--- src/rtl/busrec_pkg.sv ---
package busrec_pkg;

  typedef enum logic [3:0] {
    ST_IDLE,
    ST_SETTLE,
    ST_CHK_SDA,
    ST_CHK_SCL,
    ST_STR_WAIT,
    ST_PLOW,
    ST_PHIGH,
    ST_CL_START,
    ST_CL_SCLLO,
    ST_CL_SCLHI,
    ST_CL_STOP,
    ST_FIN
  } recState_t;

  typedef struct packed {
    logic loadTick;
    logic clrPulse;
    logic incPulse;
    logic clrStretch;
    logic incStretch;
  } ctrlStrobe_t;

  typedef struct packed {
    logic tickDone;
    logic pulseAtMax;
    logic stretchAtMax;
  } dpStatus_t;

endpackage

--- src/rtl/busrec_sync.sv ---
module busrec_sync #(
  parameter int LINES  = 2,
  parameter int STAGES = 2
) (
  input  logic             clk,
  input  logic             rstN,
  input  logic [LINES-1:0] asyncIn,
  output logic [LINES-1:0] syncOut
);

  for (genvar g = 0; g < LINES; g++) begin : gLine
    logic [STAGES-1:0] chain;
    always_ff @(posedge clk or negedge rstN) begin
      if (!rstN) chain <= '1;
      else       chain <= {chain[STAGES-2:0], asyncIn[g]};
    end
    assign syncOut[g] = chain[STAGES-1];
  end

endmodule

--- src/rtl/busrec_datapath.sv ---
module busrec_datapath
  import busrec_pkg::*;
#(
  parameter int TICK_CYCLES    = 500,
  parameter int MAX_PULSES     = 9,
  parameter int STRETCH_CHECKS = 11
) (
  input  logic        clk,
  input  logic        rstN,
  input  ctrlStrobe_t strobe,
  output dpStatus_t   status
);

  localparam int TW = $clog2(TICK_CYCLES + 1);
  localparam int PW = $clog2(MAX_PULSES + 1);
  localparam int SW = $clog2(STRETCH_CHECKS + 1);
  localparam logic [TW-1:0] TICK_RELOAD = TW'(TICK_CYCLES - 1);
  localparam logic [PW-1:0] PULSE_LIMIT = PW'(MAX_PULSES);
  localparam logic [SW-1:0] STR_LAST    = SW'(STRETCH_CHECKS - 1);

  logic [TW-1:0] tickCnt;
  logic [PW-1:0] pulseCnt;
  logic [SW-1:0] stretchCnt;

  // shared time-unit down-counter
  always_ff @(posedge clk or negedge rstN) begin
    if (!rstN)                tickCnt <= '0;
    else if (strobe.loadTick) tickCnt <= TICK_RELOAD;
    else if (tickCnt != '0)   tickCnt <= tickCnt - 1'b1;
  end

  // recovery pulses issued so far
  always_ff @(posedge clk or negedge rstN) begin
    if (!rstN)                                          pulseCnt <= '0;
    else if (strobe.clrPulse)                           pulseCnt <= '0;
    else if (strobe.incPulse && pulseCnt != PULSE_LIMIT) pulseCnt <= pulseCnt + 1'b1;
  end

  // consecutive low readings of the clock line
  always_ff @(posedge clk or negedge rstN) begin
    if (!rstN)                                           stretchCnt <= '0;
    else if (strobe.clrStretch)                          stretchCnt <= '0;
    else if (strobe.incStretch && stretchCnt != STR_LAST) stretchCnt <= stretchCnt + 1'b1;
  end

  always_comb begin
    status.tickDone     = (tickCnt == '0);
    status.pulseAtMax   = (pulseCnt == PULSE_LIMIT);
    status.stretchAtMax = (stretchCnt == STR_LAST);
  end

endmodule

--- src/rtl/busrec_ctrl.sv ---
module busrec_ctrl
  import busrec_pkg::*;
(
  input  logic        clk,
  input  logic        rstN,
  input  logic        startReq,
  input  logic        sclHigh,
  input  logic        sdaHigh,
  input  dpStatus_t   status,
  output ctrlStrobe_t strobe,
  output logic        busy,
  output logic        done,
  output logic        error,
  output logic        sclDriveLow,
  output logic        sdaDriveLow
);

  recState_t state, stateNext;
  logic failNext;
  logic errFlag;

  always_ff @(posedge clk or negedge rstN) begin
    if (!rstN) state <= ST_IDLE;
    else       state <= stateNext;
  end

  always_comb begin
    stateNext = state;
    strobe    = '0;
    failNext  = 1'b0;
    unique case (state)
      ST_IDLE: if (startReq) begin
        stateNext         = ST_SETTLE;
        strobe.loadTick   = 1'b1;
        strobe.clrPulse   = 1'b1;
        strobe.clrStretch = 1'b1;
      end
      ST_SETTLE: if (status.tickDone) stateNext = ST_CHK_SDA;
      ST_CHK_SDA: begin
        if (sdaHigh) begin
          stateNext       = ST_CL_START;
          strobe.loadTick = 1'b1;
        end else if (status.pulseAtMax) begin
          stateNext = ST_FIN;
          failNext  = 1'b1;
        end else begin
          stateNext = ST_CHK_SCL;
        end
      end
      ST_CHK_SCL: begin
        if (sclHigh) begin
          stateNext         = ST_PLOW;
          strobe.loadTick   = 1'b1;
          strobe.clrStretch = 1'b1;
        end else if (status.stretchAtMax) begin
          stateNext = ST_FIN;
          failNext  = 1'b1;
        end else begin
          stateNext         = ST_STR_WAIT;
          strobe.loadTick   = 1'b1;
          strobe.incStretch = 1'b1;
        end
      end
      ST_STR_WAIT: if (status.tickDone) stateNext = ST_CHK_SCL;
      ST_PLOW: if (status.tickDone) begin
        stateNext       = ST_PHIGH;
        strobe.loadTick = 1'b1;
      end
      ST_PHIGH: if (status.tickDone) begin
        stateNext       = ST_CHK_SDA;
        strobe.incPulse = 1'b1;
      end
      ST_CL_START: if (status.tickDone) begin
        stateNext       = ST_CL_SCLLO;
        strobe.loadTick = 1'b1;
      end
      ST_CL_SCLLO: if (status.tickDone) begin
        stateNext       = ST_CL_SCLHI;
        strobe.loadTick = 1'b1;
      end
      ST_CL_SCLHI: if (status.tickDone) begin
        stateNext       = ST_CL_STOP;
        strobe.loadTick = 1'b1;
      end
      ST_CL_STOP: if (status.tickDone) stateNext = ST_FIN;
      ST_FIN: stateNext = ST_IDLE;
      default: stateNext = ST_IDLE;
    endcase
  end

  always_ff @(posedge clk or negedge rstN) begin
    if (!rstN)                                   errFlag <= 1'b0;
    else if (state == ST_IDLE && startReq)       errFlag <= 1'b0;
    else if (state != ST_FIN && stateNext == ST_FIN) errFlag <= failNext;
  end

  always_comb begin
    busy        = (state != ST_IDLE);
    done        = (state == ST_FIN);
    error       = errFlag;
    sclDriveLow = (state == ST_PLOW) || (state == ST_CL_SCLLO);
    sdaDriveLow = (state == ST_CL_START) || (state == ST_CL_SCLLO) ||
                  (state == ST_CL_SCLHI);
  end

endmodule

--- src/rtl/i2c_bus_recovery.sv ---
module i2c_bus_recovery
  import busrec_pkg::*;
#(
  parameter int TICK_CYCLES    = 500,
  parameter int MAX_PULSES     = 9,
  parameter int STRETCH_CHECKS = 11,
  parameter int SYNC_STAGES    = 2
) (
  input  logic clk,
  input  logic rstN,
  input  logic startReq,
  output logic busy,
  output logic done,
  output logic error,
  input  logic sclIn,
  input  logic sdaIn,
  output logic sclDriveLow,
  output logic sdaDriveLow
);

  logic [1:0]  lineSync;
  ctrlStrobe_t strobe;
  dpStatus_t   status;

  busrec_sync #(.LINES(2), .STAGES(SYNC_STAGES)) uSync (
    .clk     (clk),
    .rstN    (rstN),
    .asyncIn ({sclIn, sdaIn}),
    .syncOut (lineSync)
  );

  busrec_datapath #(
    .TICK_CYCLES   (TICK_CYCLES),
    .MAX_PULSES    (MAX_PULSES),
    .STRETCH_CHECKS(STRETCH_CHECKS)
  ) uDp (
    .clk    (clk),
    .rstN   (rstN),
    .strobe (strobe),
    .status (status)
  );

  busrec_ctrl uCtrl (
    .clk         (clk),
    .rstN        (rstN),
    .startReq    (startReq),
    .sclHigh     (lineSync[1]),
    .sdaHigh     (lineSync[0]),
    .status      (status),
    .strobe      (strobe),
    .busy        (busy),
    .done        (done),
    .error       (error),
    .sclDriveLow (sclDriveLow),
    .sdaDriveLow (sdaDriveLow)
  );

endmodule

--- config.mk ---
export PLATFORM = sky130hd
export DESIGN_NAME = i2c_bus_recovery
export DESIGN_NICKNAME = d
export VERILOG_FILES = /design/src/rtl/busrec_pkg.sv /design/src/rtl/busrec_sync.sv /design/src/rtl/busrec_datapath.sv /design/src/rtl/busrec_ctrl.sv /design/src/rtl/i2c_bus_recovery.sv
export SDC_FILE = /design/constraint.sdc
export NUM_CORES = 1
export LEC_CHECK = 0
export BUFFER_PORTS_ARGS = -buffer_cell sky130_fd_sc_hd__buf_4
export CORE_MARGIN = 3
export CORE_UTILIZATION = 45
export CTS_CLUSTER_SIZE = 40
export DETAILED_ROUTE_END_ITERATION = 8
export MAX_ROUTING_LAYER = met4
export PLACE_DENSITY = 0.71
export RECOVER_POWER = 25
export SYNTH_ARGS = -nofsm -noshare
export SYNTH_HDL_FRONTEND = slang
export SYNTH_SLANG_ARGS = --single-unit
--- constraint.sdc ---
create_clock -name clk -period 1.7 [get_ports clk]
set_input_delay 0 -clock clk [delete_from_list [all_inputs] [get_ports clk]]
set_output_delay 0 -clock clk [all_outputs]
set_load 0.02 [all_outputs]
== After elaboration in Yosys (flattened, before gate mapping) ==
Cells that the tools add are included.

* Bits in registers: 26
* Input port bits: 5

* $add $sub $neg: 3
* Eq/ne operators: 17
* Muxes and demuxes: 39
* Reductions and logical operators: 17

{| class="wikitable"
|+ Operator list
! kind !! number
|-
| $mux 4 || 16
|-
| $pmux 4 s10 || 1
|-
| $eq 4x4->1 const B || 7
|-
| $mux 9 || 2
|-
| $eq 4x3->1 const B || 4
|-
| $mux 1 || 16
|-
| $ne 4x4->1 const B || 3
|-
| $logic_not 9->1 || 1
|-
| $reduce_bool 9->1 || 1
|-
| $sub 9x1->9 const B || 1
|-
| $add 4x1->4 const B || 2
|-
| $eq 4x2->1 const B || 2
|-
| $reduce_bool 2->1 || 4
|-
| $eq 4x1->1 const B || 1
|-
| $logic_and 1x1->1 || 4
|-
| $logic_not 4->1 || 1
|-
| $pmux 1 s2 || 2
|-
| $pmux 1 s4 || 1
|-
| $reduce_bool 4->1 || 1
|-
| $reduce_or 4->1 || 1
|-
| $logic_or 1x1->1 || 3
|-
| $mux 2 || 1
|-
| $reduce_or 2->1 || 1
|}

== Longest topological paths before layout ==
Gate-level depths: netlist of run 1.

* Depth in word-level cells: 8
* Gate-level depth with buffers: 8

== Modules after synthesis ==
Synthesis of run 1 repeated with hierarchy kept, for this count alone.

* Cells, all modules: 170
* Area, all modules: 1569.0 um^2

{| class="wikitable"
|+ Modules (own cells, without submodules)
! module !! instances !! cells each !! area each (um^2) !! seq. area each (um^2)
|-
| busrec_datapath || 1 || 95 || 918.4 || 425.4
|-
| busrec_ctrl || 1 || 69 || 530.5 || 125.1
|-
| busrec_sync || 1 || 6 || 120.1 || 105.1
|}

== Worst setup path after synthesis of run 1 ==
Ideal clock, no wire load.

* Path type: register to register
* Start: register uDp.tickCnt[0]
* End: register uCtrl.errFlag, in the netlist uCtrl.error
* Data arrival time: 1.674 ns
* Required time: 1.574 ns
* Slack: -0.100 ns
* Stages on the path, launching flop included: 9
* Clock period less this slack: 1.800 ns
* Path through: dfrtp_1 -> inv_1 -> ha_1 -> nor4b_2 -> and2_1 -> buf_4 -> o22ai_1 -> a22oi_1 -> o32a_1

* Longest elaborated chain between the ends: 6

{| class="wikitable"
|+ Ends and longest elaborated chain
! item !! line !! text
|-
| start, declared || busrec_datapath.sv:21 || <nowiki>logic [TW-1:0] tickCnt;</nowiki>
|-
| start signal, assigned || busrec_datapath.sv:29 || <nowiki>else if (tickCnt != '0) tickCnt <= tickCnt - 1'b1;</nowiki>
|-
| $logic_not 9->1 * || busrec_datapath.sv:47 || <nowiki>status.tickDone = (tickCnt == '0);</nowiki>
|-
| $mux 4 (tied with other cells) || busrec_ctrl.sv:85 || <nowiki>ST_CL_STOP: if (status.tickDone) stateNext = ST_FIN;</nowiki>
|-
| $pmux 4 s10 * || busrec_ctrl.sv:31 || <nowiki>unique case (state)</nowiki>
|-
| $eq 4x4->1 * || busrec_ctrl.sv:94 || <nowiki>else if (state != ST_FIN && stateNext == ST_FIN) errFlag <= failNext;</nowiki>
|-
| $logic_and 1x1->1 * || busrec_ctrl.sv:94 ||
|-
| $reduce_bool 2->1 (no source line) * || n/a ||
|-
| end signal, assigned || busrec_ctrl.sv:94 ||
|-
| end, declared || busrec_ctrl.sv:20 || <nowiki>logic errFlag;</nowiki>
|}

Mark *: on every way between the ends. The rest lies on a longest branch, timed or not.
A chain may end at the register's enable or synchronous reset.

== Worst setup path in the final report of run 1 ==
Same ends and word-level chain as after synthesis.

==> flow_summary.json, run 1 <==
{
  "status": "completed",
  "crit_family": "compound AO/OA/AOI/OAI gates",
  "ios": 10,
  "yosysUniqueCellTypes": 42,
  "max-vdd-ir-drop_v": 0.0003300,
  "cts_buffers": 3,
  "yosysWarnings": 0,
  "htreeDepth": 1,
  "core_um2": 3153,
  "diodes": 0,
  "power.density_nw_per_um2": 516.3,
  "drtAntennaViolNets": 0,
  "finalWirelength_um": 3701,
  "layout-drive-gt1-share": 0.3790,
  "path_class": "reg -> reg",
  "min_period_ns": 1.697,
  "cts_root_buffer": "clkbuf_4",
  "rows": 20,
  "hold_violations": 0,
  "post-route-period-util": 0.9985,
  "fp.dieW_um": 64.53,
  "tightest_slew_ns": 1.424,
  "io_buffers": 9,
  "grt_max_degree": 27,
  "critPathLaunchType": "flip-flop",
  "synth.most_common_cell": "dfrtp_1",
  "slowest_stage": "dfrtp_1",
  "hold_ws_ns": 0.07825,
  "syn_to_final_growth_pct": 38.07,
  "setup_viol": 0,
  "worstPathRequired_ns": 1.95,
  "grt-ovfl-total": 0,
  "grt_pass1_wl_um": 6320,
  "synth.avg_cell_area_um2": 9.175,
  "place.gp.congestion": 0.9244,
  "initial_core_util": 0.4889,
  "synth-seq-cells": 26,
  "clock_latency_ns": 0.34,
  "drc": 0,
  "dp_hpwl_um": 2473,
  "synth_area_um2": 1541,
  "worstPathMaxFanout": 6,
  "clock_path_buffers": 2,
  "via_per_inst": 5.487,
  "grt_pass1_vias": 1432,
  "rsz0062_at_grt": "yes",
  "synth_top_cell_by_area": "dfrtp_1",
  "synthFlopType": "dfrtp_1",
  "clock_skew_ns": 0.006469,
  "grt.total_usage": 0.1970,
  "cp_cell_sequence": "inv_2 > ha_4 > nor4b_4 > and2_4 > o22ai_1 > a22oi_2 > o32a_1",
  "path_buf_inv": 1,
  "synth_commonest_cells": "dfrtp_1 (22), nand2_1 (16), nor2_1 (14), a21oi_1 (10)",
  "yosys.area.top_type_share": 0.3571,
  "hold_class": "in -> reg",
  "crit_path_end_kind": "flip-flop",
  "syn_inst": 168,
  "clkSinkCount": 26,
  "async_reset_ff_frac": 1.000,
  "yosysSeqAreaShare": 0.4253,
  "slew_viol_final": 0,
  "synth_edf_count": 0,
  "p_leak_nw": 0.9498,
  "antenna_found_initial": 0,
  "timing.fmax_ghz": 0.5891,
  "max_stage_delay_ns": 0.41,
  "cap_violations": 0,
  "synth_fp_nets": 179,
  "avgRoutedWirePerCell_um": 14.07,
  "dp_cells": 245,
  "vias": 1443,
  "synth_area_leaders": "dfrtp_1 (36%), dfstp_2 (6.8%), ha_1 (4.9%), nand2_1 (3.9%), nor2_1 (3.4%)",
  "finalPower_mw": 1.099,
  "die_area_um2": 4163,
  "drtIter0Drc": 191,
  "critPathArrivalTime_ns": 1.95,
  "path_clk_slew_ns": 0.15,
  "layout.nets": 231,
  "fin_setup_tns_ns": 0,
  "cts_tree": "done",
  "drtPass1Iterations": 4,
  "max-slew-margin-rel": 0.05085,
  "stdcell_count": 263,
  "die_h_um": 64.53
}
[worst min-delay path, stage by stage]
cell and delay [ns]:
buf_4 0.09, nor3_1 0.05, a21oi_2 0.11, a22oi_2 0.06, o21ai_1 0.07
[metrics by stage]
| stage | cell area (µm²) | setup slack [ns] | util |
|---|---|---|---|
| after floorplan | 1556 | -0.04112 | - |
| after global placement | 1891 | -0.06248 | 0.5996 |
| after detailed placement | 1891 | -0.1509 | 0.5996 |
| after CTS | 2073 | 0.003570 | 0.6575 |
| after global routing | 2128 | -0.09440 | 0.6750 |
| final | 2128 | 0.002560 | 0.6750 |
[repair_timing]
action,CTS,global route
gates resized for setup,8,16
hold buffers,3,0
endpoints found under the hold margin,28,0
pin swaps,12,11
setup buffers,10,2
setup endpoints to repair,11,19
[area by class of cell]
cell class                      count  area (µm²)
Tap cell                           44       55.05
Sequential cell                    26       656.9
Clock inverter                      1       30.03
Clock buffer                        3       22.52
Fill cell                         236        1025
Multi-Input combinational cell    128       908.4
Inverter                            5       18.77
Timing Repair Buffer               56       436.7
[final timing paths]
kind                                          from                      end  slack, ns  cells after the start
max                                 uDp.tickCnt[0]              uCtrl.error      0.003                      7
min                                       startReq           uCtrl.state[0]       0.08                      5
max reg2reg                         uDp.tickCnt[0]              uCtrl.error      0.003                      7
min reg2reg                uSync.gLine[0].chain[0]  uSync.gLine[0].chain[1]       0.37                      0
max in group asynchronous                     rstN           uCtrl.state[3]       0.28                      2
min in group asynchronous                     rstN        uDp.stretchCnt[0]       0.50                      2
[layout by cell type (no fill, tap or decap), types with 5 or more instances in the layout]
cell type   n
buf_4      49
o21ai_0     6
nand3b_1    6
nor3_1      6
or3_1       5
a21oi_1     7
clkbuf_4    5
ha_1        5
nand2_1    15
dfrtp_1    21
nand3_1     9
nand2b_1    6
nor2_1     11
[power breakdown]
part | switching (mW) | internal [mW]
Sequential | 0.00411 | 0.627
Combinational | 0.0163 | 0.0110
Clock | 0.201 | 0.239
Total | 0.221 | 0.877
[routing by layer]
| layer | track usage | routed length [µm] | vias to the layer above |
|---|---|---|---|
| li1 | - | - | 705 |
| met1 | 0.2461 | 1677 | 696 |
| met2 | 0.3299 | 1842 | 35 |
| met3 | 0.01733 | 120 | 7 |
| met4 | 0.08179 | 60 | 0 |
| met5 | - | 0 | - |
[flip-flops by register name, summed over array words and instances, names as in the netlist]
name               count
uSync.gLine.chain      4
uCtrl.state            4
uDp.pulseCnt           4
uCtrl.error            1
uDp.stretchCnt         4
uDp.tickCnt            9
[cells by family (layout without fill, tap and decap cells)]
| family | count (synthesis) | in the layout | synth area share |
|---|---|---|---|
| buffers and inverters | 14 | 65 | 0.04139 |
| adders and majority gates | 6 | 6 | 0.04870 |
| muxes | 1 | 1 | 0.006494 |
| xor gates and xnor gates | 6 | 6 | 0.03410 |
| DFF | 26 | 26 | 0.4253 |
| and+or+nand+nor | 81 | 81 | 0.2971 |
| AOI/OAI and AO/OA | 34 | 34 | 0.1469 |
No activity file was read; power rests on OpenSTA's default activity.
==> run 2: changes to the inputs <==
--- a/config.mk
+++ b/config.mk
@@ -6,6 +6,7 @@
 export NUM_CORES = 1
 export LEC_CHECK = 0
 export BUFFER_PORTS_ARGS = -buffer_cell sky130_fd_sc_hd__buf_4
+export CORE_ASPECT_RATIO = 1.75
 export CORE_MARGIN = 3
 export CORE_UTILIZATION = 45
 export CTS_CLUSTER_SIZE = 40
==> flow_summary.json, run 2 (synthesis results as in run 1) <==
{
  "cts_buffers": 3,
  "core_um2": 3209,
  "grt_max_degree": 27,
  "stdcell_count": 257,
  "post-route-period-util": 1.035,
  "initial_core_util": 0.4803,
  "clock_path_buffers": 2,
  "layout-drive-gt1-share": 0.3879,
  "path_buf_inv": 1,
  "cts_root_buffer": "clkbuf_8",
  "max_stage_delay_ns": 0.40,
  "finalWirelength_um": 3992,
  "max-slew-margin-rel": 0.5692,
  "final_common_cell": "buf_4",
  "clkSinkCount": 26,
  "cap_violations": 0,
  "grt.total_usage": 0.1980,
  "avgRoutedWirePerCell_um": 15.53,
  "status": "complete, but fails checks",
  "rsz0062_at_grt": "yes",
  "critPathLaunchType": "flip-flop",
  "p_leak_nw": 0.9683,
  "power.density_nw_per_um2": 541.3,
  "hold_class": "in -> reg",
  "grt_pass1_vias": 1399,
  "setup_ws_ns": -0.06004,
  "rr_worst_depth": 6,
  "tightest_slew_ns": 0.6462,
  "slowest_stage": "dfrtp_1",
  "ios": 10,
  "grt_pass1_wl_um": 6285,
  "startpoint": "uDp.tickCnt[1]",
  "reg2reg_from": "uDp.tickCnt[1]",
  "max-vdd-ir-drop_v": 0.0005266,
  "layout.nets": 226,
  "via_per_inst": 5.560,
  "cp_cell_sequence": "inv_2 > ha_4 > nor4b_4 > nand4_1 > or3_4 > a21oi_2",
  "worst-path-stages": 6,
  "critPathArrivalTime_ns": 1.96,
  "min_period_ns": 1.760,
  "worstPathMaxFanout": 5,
  "grt-ovfl-total": 0,
  "die_area_um2": 4191,
  "drtPass1Iterations": 4,
  "drtAntennaViolNets": 0,
  "slew_viol_final": 0,
  "timing.fmax_ghz": 0.5682,
  "final_cell_mix": "buf_4 (41), dfrtp_1 (21), nand2_1 (15), nor2_1 (12)",
  "io_buffers": 9,
  "largest_register": "uDp.tickCnt",
  "hold_violations": 0,
  "crit_path_end_kind": "flip-flop",
  "dp_hpwl_um": 2752,
  "fillCellCount": 251,
  "worstPathRequired_ns": 1.90,
  "crit_end": "uDp.pulseCnt[3]",
  "dp_cells": 242,
  "htreeDepth": 1,
  "reg2reg_slack_ns": -0.06,
  "setup_viol": 7,
  "rows": 27,
  "antenna_found_initial": 0,
  "crit_family": "simple AND/OR/NAND/NOR gates",
  "fp.dieW_um": 50.24,
  "syn_to_final_growth_pct": 40.83,
  "path_class": "reg -> reg",
  "drc": 0,
  "largest_reg_flops": 9,
  "cts_tree": "done",
  "clock_skew_ns": 0.001580,
  "rr_endpoint": "uDp.pulseCnt[3]",
  "vias": 1429,
  "clock_latency_ns": 0.27,
  "die_h_um": 83.43,
  "path_clk_slew_ns": 0.09,
  "drtIter0Drc": 43,
  "place.gp.congestion": 0.9855,
  "violations": "negative setup slack",
  "diodes": 0,
  "place_ws_ns": -0.1606
}
==> run 2: per-layer routing <==
metal  GRT usage  vias up  wire length, µm
met5           -        -                0
met4     0.07305        0               54
met3     0.01616        4               90
met2      0.3595       32             2298
met1      0.2156      703             1548
li1            -      690                -
==> run 2: layout make-up <==
class	instances	area (µm²)	share of cell area
tap	43	53.80	0.02478
clock inverter	1	30.03	0.01383
inverter	5	18.77	0.008646
timing repair buffer	51	420.4	0.1937
multi-input combinational	128	949.7	0.4375
clock buffer	3	41.29	0.01902
sequential	26	656.9	0.3026
==> run 2: worst min-delay path by stage <==
| stage | startpoint | end | slack [ns] | cells past startpoint |
|---|---|---|---|---|
| global placement | rstN | uDp.stretchCnt[3] | -0.08 | 1 |
| floorplan | rstN | uCtrl.error | -0.30 | 0 |
| CTS | startReq | uDp.stretchCnt[1] | 0.16 | 4 |
| finish | startReq | uDp.stretchCnt[0] | 0.18 | 4 |
| detailed placement | rstN | uDp.stretchCnt[3] | -0.07 | 1 |
| global route | startReq | uDp.stretchCnt[0] | 0.21 | 4 |
==> run 2: stage by stage <==
stage                       util  hold slack (ns)  power [mW]  instance area (µm²)  setup TNS (ns)
after global placement    0.5840         -0.07795      0.6670                 1874         -0.2417
after detailed placement  0.5840         -0.07209      0.6683                 1874         -0.8139
final                     0.6764           0.1763       1.175                 2171         -0.2711
after floorplan                -          -0.2956      0.6449                 1556        -0.04112
after global routing      0.6764           0.2122       1.220                 2171          -1.376
after CTS                 0.6296           0.1618       1.184                 2021         -0.2213
==> run 2: tightest hold or removal path: stages <==
cell	delay (ns)
buf_4	0.12
nand3_1	0.13
o211ai_1	0.10
o41ai_1	0.06
==> run 2: power by group <==
part	switching (mW)	internal (mW)
Sequential	0.00229	0.627
Clock	0.198	0.315
Combinational	0.0199	0.0131
==> run 2: repair_timing <==
item	in CTS	in global routing
setup buffers	2	8
setup endpoints to repair	17	19
resized for setup	7	22
pin swaps	6	15
endpoints found under the hold margin	28	0
hold buffers	3	0
